[config.mk]
export PLATFORM = sky130hd
export DESIGN_NAME = muxbus_seq
export DESIGN_NICKNAME = d
export VERILOG_FILES = /design/src/rtl/muxbus_pkg.sv /design/src/rtl/muxbus_fsm.sv /design/src/rtl/muxbus_datapath.sv /design/src/rtl/muxbus_seq.sv
export SDC_FILE = /design/constraint.sdc
export NUM_CORES = 1
export LEC_CHECK = 0
export CORE_MARGIN = 3
export CORE_UTILIZATION = 41
export DETAILED_ROUTE_END_ITERATION = 8
export PLACE_DENSITY = 0.79
export SLEW_MARGIN = 20
export SYNTH_ARGS = -nofsm -noshare
export SYNTH_HDL_FRONTEND = slang
export SYNTH_SLANG_ARGS = --single-unit
[constraint.sdc]
create_clock -name clk -period 1.7 [get_ports clk]
set_input_delay 0.51 -clock clk [delete_from_list [all_inputs] [get_ports clk]]
set_output_delay 0.51 -clock clk [all_outputs]
set_load 0.03 [all_outputs]
[src/rtl/muxbus_pkg.sv]
package muxbus_pkg;

    typedef enum logic [2:0] {
        ST_IDLE  = 3'd0,
        ST_ADDR  = 3'd1,
        ST_TURN  = 3'd2,
        ST_STRB  = 3'd3,
        ST_RECOV = 3'd4
    } bus_state_e;

endpackage

[src/rtl/muxbus_fsm.sv]
module muxbus_fsm
    import muxbus_pkg::*;
#(
    parameter int RD_STRB   = 3,
    parameter int WR_STRB   = 2,
    parameter int EXT_EXTRA = 2
) (
    input  logic       clk,
    input  logic       rst_n,
    input  logic       req_valid,
    input  logic       req_write,
    input  logic       req_ext,
    output bus_state_e state,
    output logic       accept,
    output logic       capture,
    output logic       as_n,
    output logic       ds_n,
    output logic       busy,
    output logic       done
);

    localparam int LEN_MAX = RD_STRB + EXT_EXTRA;
    localparam int CNT_W   = $clog2(LEN_MAX + 1);

    typedef struct packed {
        bus_state_e       st;
        logic [CNT_W-1:0] cnt;
    } fsm_t;

    fsm_t cur_q, nxt_d;
    logic [CNT_W-1:0] len_d;

    always_comb begin
        len_d   = req_write ? CNT_W'(WR_STRB) : CNT_W'(RD_STRB);
        if (req_ext) len_d = len_d + CNT_W'(EXT_EXTRA);
        nxt_d   = cur_q;
        accept  = 1'b0;
        capture = 1'b0;
        unique case (cur_q.st)
            ST_IDLE: begin
                if (req_valid) begin
                    accept    = 1'b1;
                    nxt_d.st  = ST_ADDR;
                    nxt_d.cnt = len_d - CNT_W'(1);
                end
            end
            ST_ADDR: nxt_d.st = ST_TURN;
            ST_TURN: nxt_d.st = ST_STRB;
            ST_STRB: begin
                if (cur_q.cnt == '0) begin
                    capture  = 1'b1;
                    nxt_d.st = ST_RECOV;
                end else begin
                    nxt_d.cnt = cur_q.cnt - CNT_W'(1);
                end
            end
            ST_RECOV: nxt_d.st = ST_IDLE;
            default:  nxt_d.st = ST_IDLE;
        endcase
    end

    always_ff @(posedge clk or negedge rst_n) begin
        if (!rst_n) begin
            cur_q.st  <= ST_IDLE;
            cur_q.cnt <= '0;
        end else begin
            cur_q <= nxt_d;
        end
    end

    assign state = cur_q.st;
    assign as_n  = (cur_q.st != ST_ADDR);
    assign ds_n  = (cur_q.st != ST_STRB);
    assign busy  = (cur_q.st != ST_IDLE);
    assign done  = (cur_q.st == ST_RECOV);

    // Strobe run-length trackers feeding the timing properties below
    logic [1:0]       ds_hi_run_q;
    logic [CNT_W-1:0] ds_lo_run_q;

    always_ff @(posedge clk or negedge rst_n) begin
        if (!rst_n) begin
            ds_hi_run_q <= 2'd3;
            ds_lo_run_q <= '0;
        end else begin
            if (ds_n) begin
                ds_hi_run_q <= (ds_hi_run_q == 2'd3) ? 2'd3 : ds_hi_run_q + 2'd1;
                ds_lo_run_q <= '0;
            end else begin
                ds_hi_run_q <= 2'd0;
                ds_lo_run_q <= (ds_lo_run_q == CNT_W'(LEN_MAX)) ? ds_lo_run_q
                                                                : ds_lo_run_q + CNT_W'(1);
            end
        end
    end

    p_as_single_r2: assert property (@(posedge clk) disable iff (!rst_n)
        !as_n |=> as_n);

    p_ds_after_as_r3: assert property (@(posedge clk) disable iff (!rst_n)
        $fell(ds_n) |-> (as_n && $past(as_n)));

    p_strobe_len_r4: assert property (@(posedge clk) disable iff (!rst_n)
        $rose(ds_n) |-> (ds_lo_run_q == CNT_W'(RD_STRB) || ds_lo_run_q == CNT_W'(WR_STRB) ||
                         ds_lo_run_q == CNT_W'(RD_STRB + EXT_EXTRA) ||
                         ds_lo_run_q == CNT_W'(WR_STRB + EXT_EXTRA)));

    p_done_pulse_r8: assert property (@(posedge clk) disable iff (!rst_n)
        done |=> !done);

    p_done_after_ds_r8: assert property (@(posedge clk) disable iff (!rst_n)
        $rose(ds_n) |-> done);

    p_strobe_gap_r9: assert property (@(posedge clk) disable iff (!rst_n)
        $fell(as_n) |-> (ds_hi_run_q >= 2'd2));

endmodule

[src/rtl/muxbus_datapath.sv]
module muxbus_datapath
    import muxbus_pkg::*;
#(
    parameter int ADDR_W = 16,
    parameter int DATA_W = 8
) (
    input  logic              clk,
    input  logic              rst_n,
    input  bus_state_e        state,
    input  logic              accept,
    input  logic              capture,
    input  logic [ADDR_W-1:0] req_addr,
    input  logic [DATA_W-1:0] req_wdata,
    input  logic              req_write,
    input  logic              req_dspace,
    input  logic [DATA_W-1:0] ad_in,
    output logic [ADDR_W-DATA_W-1:0] addr_hi,
    output logic [DATA_W-1:0] ad_out,
    output logic              ad_oe,
    output logic              rd_wr_n,
    output logic              dm_n,
    output logic [DATA_W-1:0] rdata
);

    typedef struct packed {
        logic [ADDR_W-1:0] addr;
        logic [DATA_W-1:0] wdata;
        logic              write;
        logic              dspace;
        logic [DATA_W-1:0] rdata;
    } dp_t;

    dp_t cur_q, nxt_d;
    logic active;
    logic data_phase;

    always_comb begin
        nxt_d = cur_q;
        if (accept) begin
            nxt_d.addr   = req_addr;
            nxt_d.wdata  = req_wdata;
            nxt_d.write  = req_write;
            nxt_d.dspace = req_dspace;
        end
        if (capture && !cur_q.write) begin
            nxt_d.rdata = ad_in;
        end
    end

    always_ff @(posedge clk or negedge rst_n) begin
        if (!rst_n) begin
            cur_q <= '0;
        end else begin
            cur_q <= nxt_d;
        end
    end

    assign active     = (state != ST_IDLE);
    assign data_phase = (state == ST_TURN) || (state == ST_STRB) || (state == ST_RECOV);

    assign addr_hi = cur_q.addr[ADDR_W-1:DATA_W];
    assign ad_out  = (cur_q.write && data_phase) ? cur_q.wdata : cur_q.addr[DATA_W-1:0];
    assign ad_oe   = !((state == ST_STRB) && !cur_q.write);
    assign rd_wr_n = active ? !cur_q.write : 1'b1;
    assign dm_n    = active ? !cur_q.dspace : 1'b1;
    assign rdata   = cur_q.rdata;

    p_ctrl_hold_r6: assert property (@(posedge clk) disable iff (!rst_n)
        (state == ST_TURN || state == ST_STRB || state == ST_RECOV) |->
            ($stable(rd_wr_n) && $stable(dm_n)));

    p_addr_hold_r10: assert property (@(posedge clk) disable iff (!rst_n)
        (state != ST_IDLE && state != ST_ADDR) |-> $stable(addr_hi));

    p_rdata_keep_r8: assert property (@(posedge clk) disable iff (!rst_n)
        (capture && !rd_wr_n) |=> $stable(rdata));

endmodule

[src/rtl/muxbus_seq.sv]
module muxbus_seq
    import muxbus_pkg::*;
#(
    parameter int ADDR_W    = 16,
    parameter int DATA_W    = 8,
    parameter int RD_STRB   = 3,
    parameter int WR_STRB   = 2,
    parameter int EXT_EXTRA = 2
) (
    input  logic              clk,
    input  logic              rst_n,
    input  logic              req_valid,
    input  logic              req_write,
    input  logic              req_dspace,
    input  logic [ADDR_W-1:0] req_addr,
    input  logic [DATA_W-1:0] req_wdata,
    input  logic              ext_timing,
    input  logic [DATA_W-1:0] ad_in,
    output logic [DATA_W-1:0] ad_out,
    output logic              ad_oe,
    output logic [ADDR_W-DATA_W-1:0] addr_hi,
    output logic              as_n,
    output logic              ds_n,
    output logic              rd_wr_n,
    output logic              dm_n,
    output logic              busy,
    output logic              done,
    output logic [DATA_W-1:0] rdata
);

    bus_state_e state;
    logic       accept;
    logic       capture;

    muxbus_fsm #(
        .RD_STRB  (RD_STRB),
        .WR_STRB  (WR_STRB),
        .EXT_EXTRA(EXT_EXTRA)
    ) u_fsm (
        .clk      (clk),
        .rst_n    (rst_n),
        .req_valid(req_valid),
        .req_write(req_write),
        .req_ext  (ext_timing),
        .state    (state),
        .accept   (accept),
        .capture  (capture),
        .as_n     (as_n),
        .ds_n     (ds_n),
        .busy     (busy),
        .done     (done)
    );

    muxbus_datapath #(
        .ADDR_W(ADDR_W),
        .DATA_W(DATA_W)
    ) u_dp (
        .clk       (clk),
        .rst_n     (rst_n),
        .state     (state),
        .accept    (accept),
        .capture   (capture),
        .req_addr  (req_addr),
        .req_wdata (req_wdata),
        .req_write (req_write),
        .req_dspace(req_dspace),
        .ad_in     (ad_in),
        .addr_hi   (addr_hi),
        .ad_out    (ad_out),
        .ad_oe     (ad_oe),
        .rd_wr_n   (rd_wr_n),
        .dm_n      (dm_n),
        .rdata     (rdata)
    );

    p_read_float_r4: assert property (@(posedge clk) disable iff (!rst_n)
        (!ds_n && rd_wr_n) |-> !ad_oe);

    p_write_drive_r5: assert property (@(posedge clk) disable iff (!rst_n)
        (!ds_n && !rd_wr_n) |-> ad_oe);

    p_accept_idle_r1: assert property (@(posedge clk) disable iff (!rst_n)
        (busy && !done) |=> busy);

endmodule

-- After elaboration in Yosys (flattened, before gate mapping)
Cells that the tools add are included.
- flip-flop bits (word level): 40
- input bits: 38
- output and inout port bits: 31
- logic and storage cells: 47
- $add $sub $neg: 3
- equal/unequal tests: 9
- mux-type cells: 14
- reductions and logical operators: 14
- operator list (operator ; count):
    3-bit case mux with 4 select lines ; 1
    3-bit 2-to-1 mux ; 3
    8-bit 2-to-1 mux ; 1
    1-bit 2-to-1 mux ; 7
    3-bit by 2-bit == test with 1-bit output (second input constant) ; 2
    3-bit logical NOT ; 2
    6-bit 2-to-1 mux ; 1
    2-bit != test (second input constant) ; 3
    3-bit case mux with 2 select lines ; 1
    3-bit by 1-bit subtractor with 3-bit output (second input constant) ; 2
    3-bit by 2-bit adder with 3-bit output (second input constant) ; 1
    3-bit by 1-bit == test with 1-bit output (second input constant) ; 1
    3-bit == test (second input constant) ; 1
    1-bit logical AND ; 3
    1-bit logical NOT ; 3
    3-bit by 1-bit != test with 1-bit output (second input constant) ; 1
    3-bit by 2-bit != test with 1-bit output (second input constant) ; 1
    3-bit AND reduction ; 1
    3-bit nonzero test ; 1
    1-bit logical OR ; 2
    2-bit AND reduction ; 1
    2-bit nonzero test ; 1

-- Longest topological paths before layout
Gate-level depths: netlist (run 1).
- depth after elaboration: 6
- mapped depth: 9

-- By module
A second synthesis (run 1) with hierarchy kept.
- cells, all modules: 147
- area, all modules: 1948.1 um^2
- modules (own cells, without submodules) (module ; times used ; cells each ; area an instance (um^2)):
    muxbus_datapath ; 1 ; 104 ; 1529.0
    muxbus_fsm ; 1 ; 43 ; 419.2

-- Least setup slack after synthesis (run 1)
No wires, ideal clock.
- kind: flip-flop to output port
- start: reg u_fsm.cur_q (netlist bit u_fsm.state[1])
- end: out ad_out[0]
- data arrival time: 1988 ps
- slack: -798 ps
- cell stages (with the launch flop): 5
- path through: dfrtp_1 buf_6 nor3b_1 o21ai_2 mux2_2
- elaborated cells on any way between the ends: 7
- those cells by class: eq/ne: 3; mux: 1; reduce/logical: 3
- RTL lines (item ; RTL line ; RTL):
    start: declaration ; muxbus_fsm.sv:30 ; fsm_t cur_q, nxt_d;
    start signal: assignment ; muxbus_fsm.sv:67 ; cur_q <= nxt_d;
    3-bit == test ; - ;
    named net done ; muxbus_seq.sv:27 ; output logic done,
    1-bit logical OR ; muxbus_datapath.sv:59 ; assign data_phase = (state == ST_TURN) || (state == ST_STRB) || (state == ST_RECOV);
    1-bit logical AND ; muxbus_datapath.sv:62 ; assign ad_out = (cur_q.write && data_phase) ? cur_q.wdata : cur_q.addr[DATA_W-1:0];
    8-bit 2-to-1 mux ; muxbus_datapath.sv:62 ;
    end: declaration ; muxbus_seq.sv:19 ; output logic [DATA_W-1:0] ad_out,
The timed path passes the listed nets, and every way through them passes these cells.

-- Final worst setup path (run 1)
- start: reg u_fsm.cur_q (netlist bit u_fsm.state[2])
- end: out ad_out[3]
- cells in the longest elaborated chain, start to end: 5
- elaborated cells on any way between the ends: 7
- those cells by class: eq/ne: 3; mux: 1; reduce/logical: 3
- ends and longest elaborated chain (item ; RTL line):
    3-bit by 2-bit == test with 1-bit output ; muxbus_datapath.sv:59
    1-bit logical OR ; muxbus_datapath.sv:59
    1-bit logical OR (*) ; muxbus_datapath.sv:59
    1-bit logical AND (*) ; muxbus_datapath.sv:62
    8-bit 2-to-1 mux (*) ; muxbus_datapath.sv:62
Mark *: on every way between the ends. The rest lies on a longest branch, timed or not.

==> out/metrics.yaml, run 1 <==
outcome:
  outcome: "complete, but fails checks"
  failed_checks: "negative setup slack"
power_and_ir_drop:
  power_mw: 5.69
  switching_share: 0.413
  power.share.combinational: 0.600
  cellInternalPower_mw: 3.34
  power_density_nw_per_um2: 1960
  power.ir.vdd_worst_mv: 1.13
  psw_mw: 2.35
  seq_power_share: 0.304
  total_leakage_power_nw: 1.49
  clock_power_share: 0.095
placement:
  buffer_ports.inserted: 68
  dp_hpwl_um: 3040
  gp_routability_congestion: 0.778
  post_dp_cell_area_um2: 2710
floorplanning:
  die_height_um: 75.5
  die_area_um2: 5700
  die_w_um: 75.5
  rows: 24
  starting_density_of_the_core: 0.440
  top_level_ports: 69
  core-area_um2: 4500
setup_path:
  setup.worst_path.start_class: "flip-flop"
  reg2reg_setup_slack_ps: -80
  critical_path.max_fanout: 8
  timing.critical_path.required_ps: 1190
  rr_startpoint: "u_fsm.state[2]$_DFFE_PN0P_"
  crit_start: "u_fsm.state[2]$_DFFE_PN0P_"
  crit_arrival_ps: 1660
  cp-end-kind: "output port"
  setup.worst_path.class: "reg2out"
sta:
  fmax_mhz: 461
  total_of_endpoints_with_negative_setup_slack_in_the_final_report: 25
  slew_headroom: 0.793
  period_share: 1.27
  worstMarginPinSlew_ps: 312
  hold_viol: 0
  fin_crit_ps: 2170
  postLayoutSetupSlackWorst_ps: -467
  timing.final.max_slew_violations: 0
  fin_worst_skew_ps: 6.15
  setup_repair_after_global_routing_missed_its_margin: "true"
clock_tree:
  cts_hold_buffers: 0
  cts_root_buf: "sky130_fd_sc_hd__clkbuf_8"
  cts_made_buffers: 5
  cts-root-to-sink-buffers: 2
  clock-sinks: 40
  cts_clk_pin_slew_worst_paths_ps: 70
  clk-insertion-delay-late_ps: 280
  cts_tree: "built"
  cts_max_level: 2
synth:
  ys_warn_count: 0
  count_of_state_elements_after_synthesis: 40
  synth-edff-count: 0
  netlist_top_cells_count: "sky130_fd_sc_hd__nand2_1 (84), sky130_fd_sc_hd__dfrtp_1 (40), sky130_fd_sc_hd__buf_4 (18)"
  postSynth.asyncResetShare: 1.00
  syn_inst: 199
  synth.avg_cell_area_um2: 9.95
  post-synth-top-count-cell: "sky130_fd_sc_hd__nand2_1"
  netlist_area_before_placement_um2: 1980
  synth_flop_cell: "sky130_fd_sc_hd__dfrtp_1"
  post_synth_num_cell_types: 33
  synth_top_area_frac: 0.505
  synth_area_leaders: "sky130_fd_sc_hd__dfrtp_1 (51%), sky130_fd_sc_hd__nand2_1 (16%), sky130_fd_sc_hd__buf_4 (6.8%)"
  synth-seq-area-share: 0.505
  synthesis.nets: 238
  yosys.area.top_type: "sky130_fd_sc_hd__dfrtp_1"
finish:
  fillers: 378
  postLayoutCellArea_um2: 2900
  flow.area_growth_from_synthesis_pct: 46.6
  multi_input_area_um2: 853
  diodes: 0
  seqCellArea_um2: 1000
  nets: 308
  post_route_cells_drive_above_1_share: 0.285
global_route:
  grt_antenna_before_repair: 0
  grt_pass1_wl_um: 6580
  grt_pass1_vias: 1463
  global_route.usage.total: 0.155
  grt_max_degree: 41
  grt-ovfl-total: 0
route:
  drt_iter0_drc: 59
  final_antenna_net_count: 0
  detail_route.vias_per_cell: 4.79
  detail_route.first_pass.iterations: 4
  routed-via-count: 1528
  detail_route.drc_violations: 0
  wl_per_cell_um: 13.3
  route.final.wire_length_um: 4240
job:
  maxCapViolations: 0
worst_hold_path:
  timing.hold.worst.class: "in2async"
[layer usage]
layer	vias up	global-route usage	wire [um]
met5	-	0	0
met4	0	0.0466	32
met3	5	0.0435	279
met2	50	0.258	2080
met1	717	0.196	1850
li1	756	-	-
[area by class of cell]
| type | instances | area share |
|---|---|---|
| clock buffer | 5 | 0.0237 |
| multi-input combinational | 132 | 0.294 |
| inverter | 1 | 0.00302 |
| tap | 52 | 0.0224 |
| timing repair buffer | 89 | 0.312 |
| sequential | 40 | 0.345 |
[path summary, 6_finish.rpt]
path / to / cells past startpoint
worst min-delay path: u_fsm.cur_q[2]$_DFFE_PN0P_ / 2
worst min register to register: u_dp.addr_hi[6]$_DFFE_PN0P_ / 2
worst max register to register: u_dp.rdata[4]$_DFFE_PN0P_ / 7
worst max-delay path: ad_out[3] / 5
min in group clk: u_dp.addr_hi[6]$_DFFE_PN0P_ / 2
max in group asynchronous: u_dp.cur_q[24]$_DFFE_PN0P_ / 2
[registers in the layout, summed over array words and instances (netlist names)]
| name | count |
|---|---|
| u_dp.addr_hi | 8 |
| u_fsm.state | 3 |
| u_fsm.cur_q | 3 |
| u_dp.cur_q | 18 |
| u_dp.rdata | 8 |
[logic make-up after synthesis]
| logic type | share of synthesized area |
|---|---|
| AND/OR/NAND/NOR | 0.216 |
| flip-flops | 0.505 |
| buffers and inverters | 0.108 |
| multiplexers | 0.111 |
| AO/OA/AOI/OAI | 0.0531 |
| adder cells (fa/ha/maj) | 0.00632 |
[repair_timing]
item,CTS,global route
pin swaps,0,2
resized for setup,96,10
setup endpoints to repair,41,44
setup buffers,3,1
gates cloned,0,1
[power groups by stage]
stage | registers, mW | logic [mW] | clock network, mW
3_5_place_dp | 1.74 | 3.23 | 0
5_1_grt | 1.79 | 3.68 | 0.601
6_report | 1.73 | 3.41 | 0.542
2_1_floorplan | 1.67 | 2.33 | 0
3_3_place_gp | 1.72 | 3.18 | 0
4_1_cts | 1.73 | 3.35 | 0.562
[through the flow]
| step | hold WS, ps | worst slack (ps) | setup TNS, ps | cells | util |
|---|---|---|---|---|---|
| 4_1_cts | 189 | -479 | -6080 | 318 | 0.631 |
| 3_5_place_dp | 464 | -629 | -12960 | 311 | 0.603 |
| 5_1_grt | 190 | -537 | -7930 | 319 | 0.645 |
| 2_1_floorplan | 214 | -243 | -2020 | 199 | - |
| 6_report | 183 | -467 | -6070 | 319 | 0.645 |
| 3_3_place_gp | 455 | -599 | -11930 | 311 | 0.603 |
[layout by cell type, fill, tap and decap left out, types with 2 or more instances in the layout]
| master | count |
|---|---|
| sky130_fd_sc_hd__buf_12 | 5 |
| sky130_fd_sc_hd__dlygate4sd2_1 | 16 |
| sky130_fd_sc_hd__mux2_4 | 16 |
| sky130_fd_sc_hd__buf_4 | 17 |
| sky130_fd_sc_hd__nand2_1 | 82 |
| sky130_fd_sc_hd__clkdlybuf4s50_1 | 35 |
| sky130_fd_sc_hd__a21oi_1 | 2 |
| sky130_fd_sc_hd__dfrtp_1 | 40 |
| sky130_fd_sc_hd__nand2_2 | 2 |
| sky130_fd_sc_hd__nor2_1 | 3 |
| sky130_fd_sc_hd__o21ai_2 | 3 |
| sky130_fd_sc_hd__clkbuf_8 | 5 |
| sky130_fd_sc_hd__buf_6 | 13 |
[worst max-delay path, stage by stage (launching register included)]
cell and delay, ps:
sky130_fd_sc_hd__dfrtp_1 410, sky130_fd_sc_hd__nor3b_4 280, sky130_fd_sc_hd__o21ai_4 90, sky130_fd_sc_hd__buf_12 150, sky130_fd_sc_hd__mux2_4 300, sky130_fd_sc_hd__buf_6 140
(Power assumes the default switching activity.)
==> run 2: changes to the inputs <==
Clock period 1.7 ns to 1.8 ns, I/O delays scaled along.
==> run 2 against run 1 <==
Cell count rose by 3.1%. Sequential share of layout area fell by 3.1 points. Largest power group unchanged. Highest routed layer unchanged. Hold slack got worse by 19 ps. First-iteration DRC count shrank 34%. The flow still finishes with violations (negative setup slack). Global-route usage is 1.2 points higher. Power up 7.5%. Die area is the same.
==> out/metrics.yaml, run 2 (synthesized netlist as in run 1, its figures left out) <==
outcome:
  outcome: "complete, but fails checks"
  failed_checks: "negative setup slack"
clock_tree:
  cts_clk_pin_slew_worst_paths_ps: 70
  cts_made_buffers: 5
  clock-sinks: 40
  cts-root-to-sink-buffers: 2
  clk-insertion-delay-late_ps: 290
  cts_tree: "built"
  cts_root_buf: "sky130_fd_sc_hd__clkbuf_8"
  cts_hold_buffers: 0
  cts_max_level: 2
sta:
  fin_worst_skew_ps: 4.33
  timing.final.max_slew_violations: 0
  fin_hold_ws_ps: 164
  total_of_endpoints_with_negative_setup_slack_in_the_final_report: 49
  hold_viol: 0
  worstMarginPinSlew_ps: 397
  setup_total_negative_slack_ps: -7250
  setup_repair_after_global_routing_missed_its_margin: "true"
  slew_headroom: 0.735
  postLayoutSetupSlackWorst_ps: -398
  period_share: 1.22
  fin_crit_ps: 2200
  fmax_mhz: 455
global_route:
  grt_antenna_before_repair: 0
  grt-ovfl-total: 0
  global_route.usage.total: 0.166
  grt_pass1_vias: 1584
  grt_pass1_wl_um: 7170
  grt_max_degree: 26
floorplanning:
  starting_density_of_the_core: 0.440
  die_w_um: 75.5
  die_area_um2: 5700
  rows: 24
  die_height_um: 75.5
  core-area_um2: 4500
  top_level_ports: 69
finish:
  nets: 315
  flow.area_growth_from_synthesis_pct: 61.4
  post_route_cells_drive_above_1_share: 0.379
  top_register: "u_dp.cur_q"
  final-instance-count-excl-fill: 329
  mostFrequentLayoutCell: "sky130_fd_sc_hd__nand2_1"
  largest_register_ff_count: 18
  diodes: 0
  layout.cells.most_common_list: "sky130_fd_sc_hd__nand2_1 (65), sky130_fd_sc_hd__dfrtp_1 (39), sky130_fd_sc_hd__clkdlybuf4s50_1 (36), sky130_fd_sc_hd__buf_6 (27)"
setup_path:
  crit_arrival_ps: 1660
  rr_startpoint: "u_fsm.state[2]$_DFFE_PN0P_"
  cp-end-kind: "output port"
  setup.worst_path.start_class: "flip-flop"
  timing.critical_path.required_ps: 1260
  critical_path.max_fanout: 8
  setup.worst_path.class: "reg2out"
  crit_start: "u_fsm.state[1]$_DFFE_PN0P_"
power_and_ir_drop:
  clock_power_share: 0.099
  psw_mw: 2.55
  power_mw: 6.11
  switching_share: 0.417
  total_leakage_power_nw: 1.59
  cellInternalPower_mw: 3.56
  power.ir.vdd_worst_mv: 1.05
  power_density_nw_per_um2: 1910
  seq_power_share: 0.277
  power.share.combinational: 0.624
route:
  routed-via-count: 1650
  detail_route.drc_violations: 0
  route.final.wire_length_um: 5130
  drt_iter0_drc: 39
  detail_route.first_pass.iterations: 4
  final_antenna_net_count: 0
  detail_route.vias_per_cell: 5.02
  wl_per_cell_um: 15.6
placement:
  dp_hpwl_um: 3130
  numPlacedInstances: 307
  gp_routability_congestion: 0.712
  buffer_ports.inserted: 68
job:
  maxCapViolations: 0
worst_hold_path:
  timing.hold.worst.class: "in2async"
-- run 2: cell types whose count changed in the layout (fill, tap and decap cells not counted), moves of 2 or more --
cell,previous run,this run
sky130_fd_sc_hd__buf_6,13,27
sky130_fd_sc_hd__nand2_4,0,7
sky130_fd_sc_hd__clkbuf_1,0,2
sky130_fd_sc_hd__buf_12,5,7
sky130_fd_sc_hd__nand2_1,82,65
sky130_fd_sc_hd__nand2_2,2,12
sky130_fd_sc_hd__buf_4,17,7
sky130_fd_sc_hd__o21ai_4,1,3
-- run 2: final timing paths --
path,to,slack [ps],cells past startpoint
worst min register to register,u_dp.cur_q[10]$_DFFE_PN0P_,480,2
worst min-delay path,u_dp.addr_hi[5]$_DFFE_PN0P_,160,1
min in group clk,u_dp.cur_q[10]$_DFFE_PN0P_,480,2
max in group asynchronous,u_fsm.state[1]$_DFFE_PN0P_,1150,2
worst max register to register,u_fsm.cur_q[0]$_DFFE_PN0P_,-120,8
worst max-delay path,ad_out[6],-400,5
-- run 2: what timing repair did --
item,4_1_cts,5_1_grt
endpoints found under the setup margin,30,28
pin swaps,8,23
cloned,0,2
gates resized for setup,104,52
setup buffers,7,9
-- run 2: worst max-delay path, cell delays in order, from the launching register on --
cell and delay (ps):
sky130_fd_sc_hd__dfrtp_2 440, sky130_fd_sc_hd__nor3b_4 250, sky130_fd_sc_hd__o21ai_4 80, sky130_fd_sc_hd__buf_12 150, sky130_fd_sc_hd__mux2_4 300, sky130_fd_sc_hd__buf_6 140
-- run 2: through the flow --
stage	cell area [um^2]	setup slack, ps	utilization
finish	3200	-398	0.710
CTS	2890	-409	0.642
global placement	2680	-526	0.596
global route	3200	-458	0.710
detailed placement	2680	-557	0.596
floorplan	2020	-173	-
-- run 2: metal layers --
layer  up-vias  routed length [um]  GRT usage
met1       813                2100      0.198
met4         0                  44     0.0408
met5         -                   0          0
met2        52                2680      0.293
met3         7                 296     0.0515
li1        778                   -          -
-- run 2: cell type report --
class                      count  area [um^2]
sequential                    40         1000
fill                         349         1310
multi-input combinational    132          976
tap                           52         65.1
clock buffer                   8         90.1
timing repair buffer          96         1050
inverter                       1         11.3
-- run 2: power groups by stage --
| stage | logic (mW) | registers [mW] | clock network, mW |
|---|---|---|---|
| after global routing | 4.04 | 1.75 | 0.656 |
| after CTS | 3.26 | 1.63 | 0.623 |
| after detailed placement | 3.02 | 1.65 | 0 |
| after floorplan | 2.20 | 1.57 | 0 |
| final | 3.81 | 1.69 | 0.607 |
| after global placement | 2.96 | 1.63 | 0 |
